`src/rtl/clkstop_pkg.sv`:
```
`timescale 1ns/1ps
package clkstop_pkg;

    // Role of the two shared memory pads, chosen by the strap input
    typedef enum logic {
        ROLE_STOP_IN = 1'b0,
        ROLE_MEM_CLK = 1'b1
    } pin_role_e;

    // Divider phases kept on the master clock
    typedef struct packed {
        logic cpu_ph;
        logic pci_ph;
        logic pci_free;
    } div_state_t;

endpackage

```
`src/rtl/clkstop_sync.sv`:
```
`timescale 1ns/1ps
module clkstop_sync #(
    parameter int STAGES = 2
) (
    input  logic clk_i,
    input  logic arst_i,
    input  logic tick_i,
    input  logic req_i,
    output logic req_o
);

    logic [STAGES-1:0] sync_d, sync_q;

    // Shift only on the rising tick of the gated group's clock
    always_comb begin
        sync_d = sync_q;
        if (tick_i) begin
            sync_d = {sync_q[STAGES-2:0], req_i};
        end
    end

    always_ff @(posedge clk_i or posedge arst_i) begin
        if (arst_i) begin
            sync_q <= '0;
        end else begin
            sync_q <= sync_d;
        end
    end

    assign req_o = sync_q[STAGES-1];


    sync_tick_chk: assert property (@(posedge clk_i) disable iff (arst_i)
        !$stable(req_o) |-> $past(tick_i));

endmodule

```
`src/rtl/clkstop_gate.sv`:
```
`timescale 1ns/1ps
module clkstop_gate #(
    parameter int WIDTH = 4
) (
    input  logic             clk_i,
    input  logic             arst_i,
    input  logic             hold_i,
    input  logic             ph_next_i,
    input  logic             stop_i,
    output logic [WIDTH-1:0] clk_o
);

    typedef struct packed {
        logic             run;
        logic [WIDTH-1:0] out;
    } gate_state_t;

    gate_state_t st_d, st_q;

    // The enable may only move when the next phase is low
    always_comb begin
        st_d = st_q;
        if (!ph_next_i) begin
            st_d.run = !stop_i;
        end
        if (hold_i) begin
            st_d.run = 1'b1;
        end
        st_d.out = {WIDTH{ph_next_i && st_d.run && !hold_i}};
    end

    always_ff @(posedge clk_i or posedge arst_i) begin
        if (arst_i) begin
            st_q.run <= 1'b1;
            st_q.out <= '0;
        end else begin
            st_q <= st_d;
        end
    end

    assign clk_o = st_q.out;


    park_low_chk: assert property (@(posedge clk_i) disable iff (arst_i)
        !$stable(st_q.run) |-> (clk_o == '0));


    full_high_chk: assert property (@(posedge clk_i) disable iff (arst_i)
        $rose(clk_o[0]) |-> $stable(st_q.run));

endmodule

```
`src/rtl/clkstop_ctrl.sv`:
```
`timescale 1ns/1ps
module clkstop_ctrl #(
    parameter int NUM_CPU     = 4,
    parameter int NUM_PCI     = 6,
    parameter int NUM_MEM     = 8,
    parameter int NUM_REF     = 2,
    parameter int SYNC_STAGES = 2
) (
    input  logic               clk_i,
    input  logic               rst_ni,
    input  logic               pwr_down_i,
    input  logic               mode_i,
    input  logic               ref_i,
    input  logic [1:0]         stop_pad_i,
    output logic [NUM_CPU-1:0] cpu_clk_o,
    output logic [NUM_PCI-1:0] pci_clk_o,
    output logic               pci_free_o,
    output logic [NUM_MEM-1:0] mem_pad_o,
    output logic [NUM_MEM-1:0] mem_pad_oe_o,
    output logic [NUM_REF-1:0] ref_o
);
    import clkstop_pkg::*;

    localparam int CPU_STOP_PIN = NUM_MEM - 2;

    typedef struct packed {
        div_state_t         div;
        logic [1:0]         pd;
        logic [NUM_MEM-1:0] mem;
    } top_state_t;

    top_state_t st_d, st_q;
    logic       arst;
    logic       hold;
    logic       cpu_tick, pci_tick;
    logic       cpu_req, pci_req;
    logic       cpu_stop, pci_stop;
    pin_role_e  role;

    assign arst = !rst_ni || pwr_down_i;
    assign hold = st_q.pd[1];
    assign role = pin_role_e'(mode_i);

    // Stop requests exist only when the shared pads are inputs
    assign cpu_req = (role == ROLE_STOP_IN) && !stop_pad_i[0];
    assign pci_req = (role == ROLE_STOP_IN) && !stop_pad_i[1];

    always_comb begin
        st_d    = st_q;
        st_d.pd = {st_q.pd[0], 1'b0};
        if (hold) begin
            st_d.div.cpu_ph = 1'b0;
            st_d.div.pci_ph = 1'b0;
        end else begin
            st_d.div.cpu_ph = !st_q.div.cpu_ph;
            st_d.div.pci_ph = st_q.div.pci_ph ^ !st_q.div.cpu_ph;
        end
        st_d.div.pci_free = st_d.div.pci_ph;
        st_d.mem          = {NUM_MEM{st_d.div.cpu_ph}};
    end

    // Power-down clears at once; release ripples through two flops
    always_ff @(posedge clk_i or posedge arst) begin
        if (arst) begin
            st_q.div <= '0;
            st_q.pd  <= 2'b11;
            st_q.mem <= '0;
        end else begin
            st_q <= st_d;
        end
    end

    assign cpu_tick = st_d.div.cpu_ph && !st_q.div.cpu_ph;
    assign pci_tick = st_d.div.pci_ph && !st_q.div.pci_ph;

    clkstop_sync #(.STAGES(SYNC_STAGES)) u_cpu_sync (
        .clk_i  (clk_i),
        .arst_i (arst),
        .tick_i (cpu_tick),
        .req_i  (cpu_req),
        .req_o  (cpu_stop)
    );

    clkstop_sync #(.STAGES(SYNC_STAGES)) u_pci_sync (
        .clk_i  (clk_i),
        .arst_i (arst),
        .tick_i (pci_tick),
        .req_i  (pci_req),
        .req_o  (pci_stop)
    );

    clkstop_gate #(.WIDTH(NUM_CPU)) u_cpu_gate (
        .clk_i     (clk_i),
        .arst_i    (arst),
        .hold_i    (hold),
        .ph_next_i (st_d.div.cpu_ph),
        .stop_i    (cpu_stop),
        .clk_o     (cpu_clk_o)
    );

    clkstop_gate #(.WIDTH(NUM_PCI)) u_pci_gate (
        .clk_i     (clk_i),
        .arst_i    (arst),
        .hold_i    (hold),
        .ph_next_i (st_d.div.pci_ph),
        .stop_i    (pci_stop),
        .clk_o     (pci_clk_o)
    );

    assign pci_free_o = st_q.div.pci_free;

    // Pad role mux: the two top pads release their drivers as stop inputs
    for (genvar g = 0; g < NUM_MEM; g++) begin : g_pad
        if (g >= CPU_STOP_PIN) begin : g_shared
            assign mem_pad_oe_o[g] = (role == ROLE_MEM_CLK);
            assign mem_pad_o[g]    = st_q.mem[g] && (role == ROLE_MEM_CLK);
        end else begin : g_plain
            assign mem_pad_oe_o[g] = 1'b1;
            assign mem_pad_o[g]    = st_q.mem[g];
        end
    end

    assign ref_o = {NUM_REF{ref_i && !hold}};


    pd_quiet_chk: assert property (@(posedge clk_i) disable iff (!rst_ni)
        hold |-> (cpu_clk_o == '0 && pci_clk_o == '0 && !pci_free_o && st_q.mem == '0));


    pci_edge_chk: assert property (@(posedge clk_i) disable iff (arst)
        !$stable(st_q.div.pci_ph) |-> st_q.div.cpu_ph);


    cpu_toggle_chk: assert property (@(posedge clk_i) disable iff (arst)
        !hold |=> (st_q.div.cpu_ph != $past(st_q.div.cpu_ph)));

endmodule

```
`config.mk`:
```
export PLATFORM = sky130hd
export DESIGN_NAME = clkstop_ctrl
export DESIGN_NICKNAME = d
export VERILOG_FILES = /design/src/rtl/clkstop_pkg.sv /design/src/rtl/clkstop_sync.sv /design/src/rtl/clkstop_gate.sv /design/src/rtl/clkstop_ctrl.sv
export SDC_FILE = /design/constraint.sdc
export NUM_CORES = 1
export LEC_CHECK = 0
export BUFFER_PORTS_ARGS = -buffer_cell sky130_fd_sc_hd__clkbuf_2
export CAP_MARGIN = 20
export CORE_MARGIN = 2
export CORE_UTILIZATION = 43
export CTS_CLUSTER_SIZE = 24
export DETAILED_ROUTE_END_ITERATION = 6
export PLACE_DENSITY = 0.83
export RECOVER_POWER = 25
export SLEW_MARGIN = 20
export SYNTH_ARGS = -nofsm -noshare
export SYNTH_HDL_FRONTEND = slang
export SYNTH_SLANG_ARGS = --single-unit
```
`constraint.sdc`:
```
create_clock -name clk_i -period 1.5 [get_ports clk_i]
set_input_delay 0.225 -clock clk_i [delete_from_list [all_inputs] [get_ports clk_i]]
set_output_delay 0.225 -clock clk_i [all_outputs]
set_load 0.005 [all_outputs]
```
Word level (Yosys, flattened, before mapping)
Index checks and enable logic that the tools add are counted.
{ "word_totals": {"reg_bits": 13, "input_bits": 7, "out_inout_bits": 29, "wordCells": 37} }
{ "classes": {"n_mux": 5, "bitwise": 2, "reduce_logical": 20} }
{ "op_table": {"columns": ["op", "n"], "rows": [
  ["1-bit logical AND", 11],
  ["1-bit zero test", 8],
  ["1-bit 2-to-1 mux", 4],
  ["2-bit 2-to-1 mux", 1],
  ["1-bit logical OR", 1],
  ["1-bit NOT", 1],
  ["1-bit bitwise XOR", 1]
]} }

Logic depth before layout (Yosys ltp)
Gate-level depths: netlist (run 1).
{ "logic_depth": {"ltp_word": 7, "mapped_depth": 3, "ltp_nobuf": 2} }

Cells and area by module
Synthesis (run 1) repeated with hierarchy kept, for this count alone.
{ "unflattened": {"hier_cells": 65, "area_unflattened_um2": 648.1} }
{ "by_module_without_submodules": {"columns": ["module", "instances", "cells_each", "area_each_um2", "seq_area_each_um2"], "rows": [
  ["clkstop_ctrl", 1, 31, 275.3, 102.6],
  ["clkstop_sync", 2, 5, 76.3, 50.0],
  ["clkstop_gate at u_pci_gate", 1, 13, 117.6, 51.3],
  ["clkstop_gate at u_cpu_gate", 1, 11, 102.6, 51.3]
]} }

Worst setup path before layout (run 1)
Ideal clock, no wire load.
{ "synth_timing": {"kind": "reg-to-reg", "from": "register mem_pad_o[0] (netlist name)", "to": "register u_pci_sync.sync_q[0]", "setup_time_ns": 0.125, "t_arrival_ns": 1.110, "slack_ns": 0.265, "path_stages_with_launch": 4, "path_buffers": 1, "path_cell_list": "dfrtp_1 buf_6 nor3_4 mux2_2"} }
{ "synth_rtl": {"columns": ["item", "line", "rtl"], "rows": [
  ["to (signal assigned)", "clkstop_sync.sv:26", "sync_q <= sync_d;"],
  ["to (decl)", "clkstop_sync.sv:12", "logic [STAGES-1:0] sync_d, sync_q;"]
]} }

Worst setup path after layout (run 1)
{ "layout_timing": {"from": "register st_q (netlist bit hold)", "to": "output ref_o[0]"} }
{ "layout_via": {"elab_chain_cells": 2} }
{ "layout_rtl": {"columns": ["item", "line", "rtl"], "rows": [
  ["from (decl)", "clkstop_ctrl.sv:32", "top_state_t st_d, st_q;"],
  ["from (signal assigned)", "clkstop_ctrl.sv:69", "st_q <= st_d;"],
  ["1-bit zero test", "clkstop_ctrl.sv:123", "assign ref_o = {NUM_REF{ref_i && !hold}};"],
  ["1-bit logical AND", "clkstop_ctrl.sv:123", null],
  ["to (decl)", "clkstop_ctrl.sv:20", "output logic [NUM_REF-1:0] ref_o"]
]} }
Every way passes these cells.

==> reports/qor.csv, run 1 <==
stage,metric,value,unit
status,status,"complete, no violations",
yosys,Simple-Gate Fraction of Synth Area,12.0,%
pwr,switching share of power,25.9,%
drt,drt wl/cell,10.0,um
setup_path,worst path cell trace,nor2b_1 > clkbuf_2,
clocking,H-tree levels,1,
drt,via count,420,
placement,dpl hpwl,745,um
setup_path,"slowest stage delay, CP",650,ps
floorplanning,DIE WIDTH,44.0,um
setup_path,RR Startpoint,mem_pad_o[0],
drt,DR pass1 iterations,3,
yosys,multiplexer share of the synthesized area,6.38,%
floorplanning,Std-Cell Rows,14,
drt,Final ANT Viol Nets,0,
pwr,Int Pwr,558,uW
floorplanning,Initial Util,45.6,%
yosys,post-synth top area cell,dfrtp_1,
setup_path,arrival time at the worst endpoint,1110,ps
yosys,#FFs+latches synth,12,
drt,final WL,934,um
global_route,GRT overflow,0,
setup_path,Crit path buffers/inverters,1,
setup_path,worst-path maximum fanout,10,
final_layout,Area Overhead vs Synth,3.46,%
setup_path,Top Family by Delay on Critical Path,flip-flops,
final_layout,Finished Layout Cells,93,
setup_path,Worst setup endpoint,ref_o[0],
yosys,Compound-Gate Fraction of Synth Area,3.10,%
pwr,Leakage,0.383,nW
placement,DP Area,676,sq um
pwr,VDD IR max,0.000582,V
sta,post-route setup TNS,0,ps
yosys,Synth Area per Inst,11.1,sq um
run,maxcap violations,0,
setup_path,Worst R2R End,u_pci_sync.sync_q[1],
sta,final critical-path share of the clock period,89.1,%
clocking,TritonCTS buffer count,3,
setup_path,Worst Path Required,1270,ps
drt,Vias/cell,4.52,
setup_path,Worst Setup SP,hold,
clocking,setup bufs post-CTS,0,
yosys,Post-Synthesis Cells,62,
drt,DR iter-0 viols,4,
setup_path,critical path capture point type,output port,
yosys,"top cells by area, synth","dfrtp_1 (29%), buf_4 (27%), dfstp_2 (15%), mux2_2 (4.9%), buf_6 (3.3%)",
clocking,PostCTS Resize Cnt,0,
pwr,sequential share of power,53.9,%
global_route,initial antenna violation count,0,
setup_path,r2r setup slk,300,ps
yosys,synthesized area,687,sq um
setup_path,critical path's slowest cell,dfstp_2,
floorplanning,area of the core,0.00151,sq mm
setup_path,Setup Crit Path Kind,flip-flop to output port,
setup_path,WP depth,2,
pwr,NetSw,195,uW
yosys,XOR/XNOR share of the synthesized area,2.37,%
global_route,GRT Resource Usage Total,11.1,%
pwr,pwr dens,1060,mW/mm^2
yosys,number of synthesis warnings,0,
sta,Final min period,1340,ps
pwr,combinational share of power,19.7,%
yosys,share of the synthesized area in the top cell type,29.1,%
clocking,clk_lat worst skew,260,ps
final_layout,Ant. Diodes,0,
drt,DRC violations left,0,
floorplanning,Die Span Y,44.0,um
clocking,Clock Path Buffers,2,
clocking,clk sink count,12,
yosys,Post-Synth Adder-Cell Area,0,%
yosys,sequential share of the synthesized area,44.4,%
setup_path,worst reg-to-reg path cell count,2,
sta,unrepaired setup endpoints after global routing,no,
placement,DP Cell Count,87,
min_path,worst hold path type,primary input to flip-flop,
yosys,Netlist cell types,19,
clocking,CTS tree,yes,
final_layout,fin nets,85,
global_route,vias in the first global route,362,
final_layout,"most common cell after layout, fill and taps aside",clkbuf_2,
sta,Max Fclk,0.748,GHz
floorplanning,Die ar.,0.00193,sq mm
floorplanning,I/O pins,36,
global_route,maximum number of pins on one net before global-route repair,13,
sta,endpoints failing setup,0,
final_layout,final instance area,711,sq um
sta,Final Hold Fails,0,
final_layout,"leading cell types in the layout, fill and taps excluded","clkbuf_2 (28), dfrtp_1 (8), conb_1 (7)",
final_layout,share of cells above drive strength 1,53.2,%
setup_path,Critical Path Source Type,flip-flop,
pwr,Clk network pwr share,26.5,%
global_route,first-pass GRT wire length,1470,um
placement,RePlAce Congestion,0.662,
clocking,Clock Root Buffer,clkbuf_4,
yosys,largest family of logic cells by synthesized area,buffers and inverters,
sta,skew final,3.85,ps
clocking,"Clk pin slew, worst setup/hold paths",70,ps
sta,Max Slew Vio Count,0,
placement,IO buf count,29,
[cells in the mapped netlist]
cell and n:
buf_4 25, dfrtp_1 8, dfstp_2 4, mux2_2 3, nor2_1 3, nor2b_1 3
and2_1 2, buf_6 2, conb_1 2, a21o_1 1, mux2i_1 1, nand2_1 1
nor2_2 1, nor3_4 1, nor3b_1 1, o21ai_0 1, o41ai_1 1, or2_1 1
xor2_2 1
[power by group through the flow]
stage          Combinational, mW  Clock (mW)  Sequential (mW)
2_1_floorplan              0.163           0            0.401
3_3_place_gp               0.144           0            0.410
3_5_place_dp               0.149           0            0.414
4_1_cts                    0.153       0.208            0.408
5_1_grt                    0.165       0.229            0.413
6_report                   0.148       0.199            0.406
[layer usage]
metal | wire, um | track usage [%]
met1 | 384 | 10.9
met2 | 416 | 20.3
met3 | 121 | 5.00
met4 | 12 | 3.64
met5 | 0 | 0
[sequential cells by signal, summed over array words and instances, names as in the netlist]
| register | count |
|---|---|
| mem_pad_o | 1 |
| u_pci_gate.clk_o | 1 |
| u_pci_sync.sync_q | 2 |
| u_cpu_gate.st_q | 1 |
| u_cpu_gate.clk_o | 1 |
| pci_free_o | 1 |
| hold | 1 |
| u_cpu_sync.sync_q | 2 |
| st_d | 1 |
| u_pci_gate.st_q | 1 |
[per-stage QoR]
stage / hold WS, ps / utilization, % / setup slack (ps) / power (mW)
2_1_floorplan: 309 / - / 265 / 0.564
6_report: 130 / 47.2 / 163 / 0.753
4_1_cts: 127 / 47.9 / 113 / 0.769
3_3_place_gp: 267 / 44.9 / 338 / 0.554
3_5_place_dp: 280 / 44.9 / 286 / 0.563
5_1_grt: 125 / 47.2 / 87.4 / 0.808
[cell type report]
type,instances,area (sq um)
Timing Repair Buffer,33,179
Fill cell,153,796
Multi-Input combinational cell,28,180
Clock buffer,4,26.3
Tap cell,16,20.0
Sequential cell,12,305
[worst min-delay path by stage]
stage / cells past startpoint / slack [ps] / start / to
detailed placement: 3 / 280 / pwr_down_i / u_cpu_sync.sync_q[0]
global route: 2 / 120 / stop_pad_i[0] / u_cpu_sync.sync_q[0]
floorplan: 1 / 310 / pwr_down_i / mem_pad_o[0]
global placement: 3 / 270 / pwr_down_i / mem_pad_o[0]
finish: 2 / 130 / stop_pad_i[0] / u_cpu_sync.sync_q[0]
CTS: 2 / 130 / stop_pad_i[0] / u_cpu_sync.sync_q[0]
[cells by family (layout without fill, tap and decap cells)]
family	count (synthesis)	in the layout
buf+inv	27	37
simple gates	13	13
flops	12	12
mux	4	4
compound gates	3	3
other cells	2	7
xor+xnor	1	1
[repair_timing]
item / in CTS / in global routing
hold buffers: 2 / 0
endpoints found under the setup margin: 0 / 0
hold endpoints to repair: 8 / 0
No activity file was read; power rests on OpenSTA's default activity.
==> inputs of run 2 (changes only) <==
--- a/config.mk
+++ b/config.mk
@@ -5,14 +5,16 @@
 export SDC_FILE = /design/constraint.sdc
 export NUM_CORES = 1
 export LEC_CHECK = 0
+export ABC_AREA = 1
 export BUFFER_PORTS_ARGS = -buffer_cell sky130_fd_sc_hd__clkbuf_2
 export CAP_MARGIN = 20
 export CORE_MARGIN = 2
-export CORE_UTILIZATION = 43
+export CORE_UTILIZATION = 42
 export CTS_CLUSTER_SIZE = 24
 export DETAILED_ROUTE_END_ITERATION = 6
-export PLACE_DENSITY = 0.83
+export PLACE_DENSITY = 0.82
 export RECOVER_POWER = 25
+export SETUP_SLACK_MARGIN = 0.1
 export SLEW_MARGIN = 20
 export SYNTH_ARGS = -nofsm -noshare
 export SYNTH_HDL_FRONTEND = slang
==> reports/qor.csv, run 2 <==
stage,metric,value,unit,change
drt,DR iter-0 viols,8,,was 4
drt,drt wl/cell,8.61,um,was 10.0 um
setup_path,Worst Setup SP,pwr_down_i,,was hold
clocking,TritonCTS buffer count,3,,unchanged
clocking,clk sink count,12,,unchanged
sta,skew final,4.01,ps,was 3.85 ps
yosys,"Top FF cell, synth",dfrtp_1,,unchanged
final_layout,Area Overhead vs Synth,8.35,%,was 3.46%
pwr,combinational share of power,17.2,%,was 19.7%
setup_path,critical path's slowest cell,dlygate4sd3_1,,was dfstp_2
setup_path,worst-path maximum fanout,12,,was 10
yosys,Netlist cell types,14,,was 19
sta,Max Slew Vio Count,0,,unchanged
global_route,GRT overflow,0,,unchanged
drt,final WL,938,um,was 934 um
global_route,initial antenna violation count,0,,unchanged
setup_path,RR Startpoint,hold,,was mem_pad_o[0]
clocking,CTS tree,yes,,unchanged
clocking,"Clk pin slew, worst setup/hold paths",70,ps,about the same
clocking,clk_lat worst skew,270,ps,was 260 ps
pwr,pwr dens,1070,mW/mm^2,was 1060 mW/mm^2
setup_path,Worst Path Required,1890,ps,was 1270 ps
yosys,Synth Area per Inst,8.56,sq um,was 11.1 sq um
global_route,GRT Resource Usage Total,10.2,%,was 11.1%
yosys,"EDFF count, synth",0,,unchanged
yosys,Post-Synthesis Cells,77,,was 62
setup_path,r2r setup slk,360,ps,was 300 ps
pwr,VDD IR max,0.000667,V,was 0.000582 V
yosys,Synth top cells by count,"buf_4 (25), nand2_1 (13), inv_1 (11)",,"was buf_4 (25), dfrtp_1 (8), dfstp_2 (4)"
global_route,maximum number of pins on one net before global-route repair,13,,unchanged
setup_path,Crit path buffers/inverters,4,,was 1
sta,final critical-path share of the clock period,86.1,%,was 89.1%
setup_path,worst path cell trace,dlygate4sd3_1 > clkbuf_2 > nor2_1 > dlygate4sd3_1 > buf_4,,was nor2b_1 > clkbuf_2
floorplanning,Die Span Y,43.6,um,was 44.0 um
clocking,Clock Root Buffer,clkbuf_4,,unchanged
status,status,"complete, no violations",,unchanged
yosys,largest family of logic cells by synthesized area,buffers and inverters,,unchanged
setup_path,worst reg-to-reg path cell count,3,,was 2
sta,Max Fclk,0.774,GHz,was 0.748 GHz
yosys,#FFs+latches synth,12,,unchanged
final_layout,Reg area,305,sq um,unchanged
yosys,Simple-Gate Fraction of Synth Area,14.4,%,was 12.0%
yosys,Post-Synth Adder-Cell Area,0,%,unchanged
setup_path,"slowest stage delay, CP",550,ps,was 650 ps
drt,DR pass1 iterations,4,,was 3
yosys,ys async rst share,100,%,unchanged
sta,post-route setup TNS,0,ps,unchanged
yosys,post-synth top area cell,dfrtp_1,,unchanged
yosys,number of synthesis warnings,0,,unchanged
setup_path,critical path capture point type,async pin,,was output port
final_layout,"most common cell after layout, fill and taps aside",clkbuf_2,,unchanged
setup_path,most frequent CP cell,dlygate4sd3_1,,
yosys,Compound-Gate Fraction of Synth Area,3.42,%,was 3.10%
final_layout,"leading cell types in the layout, fill and taps excluded","clkbuf_2 (27), nand2_1 (13), inv_1 (11)",,"was clkbuf_2 (28), dfrtp_1 (8), conb_1 (7)"
final_layout,Ant. Diodes,0,,unchanged
min_path,hold_sp,stop_pad_i[1],,was stop_pad_i[0]
placement,dpl hpwl,778,um,was 745 um
floorplanning,DIE WIDTH,43.6,um,was 44.0 um
pwr,switching share of power,25.0,%,was 25.9%
min_path,worst hold endpoint,u_pci_sync.sync_q[0],,was u_cpu_sync.sync_q[0]
min_path,worst hold path type,primary input to flip-flop,,unchanged
drt,Final ANT Viol Nets,0,,unchanged
floorplanning,Die ar.,0.00190,sq mm,was 0.00193 sq mm
final_layout,fin nets,101,,was 85
yosys,sequential share of the synthesized area,46.3,%,was 44.4%
pwr,Leakage,0.444,nW,was 0.383 nW
setup_path,Top Family by Delay on Critical Path,buffers and inverters,,was flip-flops
yosys,most frequent cell after synthesis,buf_4,,unchanged
min_path,Hold Crit Depth,4,,was 2
drt,DRC violations left,0,,unchanged
final_layout,FILL cells,139,,was 153
placement,IO buf count,29,,unchanged
sta,Final Hold Fails,0,,unchanged
sta,Final min period,1290,ps,was 1340 ps
yosys,share of the synthesized area in the top cell type,30.4,%,was 29.1%
final_layout,Multi-input gate area,141,sq um,was 180 sq um
yosys,"top cells by area, synth","dfrtp_1 (30%), buf_4 (28%), dfstp_2 (16%), nand2_1 (7.4%), inv_1 (6.3%)",,"was dfrtp_1 (29%), buf_4 (27%), dfstp_2 (15%), mux2_2 (4.9%), buf_6 (3.3%)"
run,maxcap violations,0,,unchanged
global_route,vias in the first global route,350,,was 362
drt,Vias/cell,4.15,,was 4.52
setup_path,arrival time at the worst endpoint,1690,ps,was 1110 ps
setup_path,Critical Path Source Type,primary input,,was flip-flop
placement,"worst slack, placed",391,ps,was 286 ps
setup_path,Setup Crit Path Kind,primary input to async pin,,was flip-flop to output port
global_route,first-pass GRT wire length,1360,um,was 1470 um
drt,via count,452,,was 420
sta,PnR worst setup slack,208,ps,was 163 ps
yosys,synthesized area,659,sq um,was 687 sq um
final_layout,biggest registers after layout,"u_cpu_sync.sync_q: 2 flops, u_pci_sync.sync_q: 2 flops",,unchanged
pwr,sequential share of power,50.5,%,was 53.9%
clocking,H-tree levels,1,,unchanged
sta,unrepaired setup endpoints after global routing,no,,unchanged
yosys,XOR/XNOR share of the synthesized area,0,%,was 2.37%
floorplanning,I/O pins,36,,unchanged
pwr,NetSw,191,uW,was 195 uW
floorplanning,Initial Util,44.3,%,was 45.6%
sta,endpoints failing setup,0,,unchanged
final_layout,share of cells above drive strength 1,38.7,%,was 53.2%
placement,RePlAce Congestion,0.757,,was 0.662
clocking,Clock Path Buffers,2,,unchanged
yosys,multiplexer share of the synthesized area,0,%,was 6.38%
setup_path,Worst R2R End,u_cpu_sync.sync_q[1],,was u_pci_sync.sync_q[1]
pwr,Clk network pwr share,32.3,%,was 26.5%
floorplanning,area of the core,0.00149,sq mm,was 0.00151 sq mm
floorplanning,Std-Cell Rows,14,,unchanged
pwr,Int Pwr,573,uW,was 558 uW
-- run 2: cell count changes after synthesis, moves of 3 or more --
| cell | change |
|---|---|
| nand2_1 | +12 |
| mux2_2 | -3 |
| inv_1 | +11 |
| nor2b_1 | -3 |
| nand3_1 | +3 |
-- run 2: layout make-up --
class                      count  area share (%)
clock buffer                   4            5.08
sequential                    12            42.7
inverter                      11            5.78
timing repair buffer          32            23.8
tap                           16            2.80
multi-input combinational     34            19.8
-- run 2: repair_timing --
action                    in CTS  in global routing
buffers inserted               0                  0
hold endpoints to repair       8                  0
hold buffers                   2                  0
gates resized for setup        0                  0
-- run 2: how the worst max path moves through the flow --
stage                           endpoint  slack (ps)  cells past startpoint
global route          u_pci_gate.st_q[6]         150                      5
global placement    u_cpu_sync.sync_q[1]         440                      3
CTS                   u_pci_gate.st_q[6]         220                      5
detailed placement  u_cpu_sync.sync_q[1]         390                      3
floorplan           u_cpu_sync.sync_q[1]         460                      3
finish                u_pci_gate.st_q[6]         210                      5
-- run 2: through the flow --
stage                     power (mW)  hold slack, ps  util [%]  cell area [sq um]  instances
after floorplan                0.519             292         -                678         82
after detailed placement       0.524             259      44.5                663        103
final                          0.764             212      48.0                714        109
after global placement         0.518             258      44.5                663        103
after CTS                      0.779             207      48.3                719        109
after global routing           0.816             203      48.0                714        109
-- run 2: worst reg2reg max path: cells and delay by family, from the launching register on --
family,cells,cell delay [ps]
and+or+nand+nor,2,340
AOI/OAI and AO/OA,1,120
DFF,1,570
-- run 2: routing by layer --
| layer | GRT usage (%) | up-vias | share of wire [%] |
|---|---|---|---|
| met5 | 0 | - | 0 |
| met4 | 7.27 | 0 | 0 |
| met3 | 2.50 | 0 | 8.5 |
| met2 | 17.6 | 26 | 53 |
| met1 | 10.7 | 196 | 38 |
| li1 | - | 230 | - |
-- run 2: power by group through the flow --
stage	sequential [mW]	clock, mW	combinational (mW)
finish	0.386	0.247	0.131
global placement	0.392	0	0.127
detailed placement	0.394	0	0.131
global route	0.392	0.275	0.149
floorplan	0.389	0	0.130
CTS	0.387	0.256	0.135
-- run 2: cell families (layout without fill, tap and decap cells) --
| logic type | after synthesis | in the layout |
|---|---|---|
| other cells | 2 | 7 |
| flops | 12 | 12 |
| buf+inv | 36 | 47 |
| compound gates | 4 | 4 |
| simple gates | 23 | 23 |
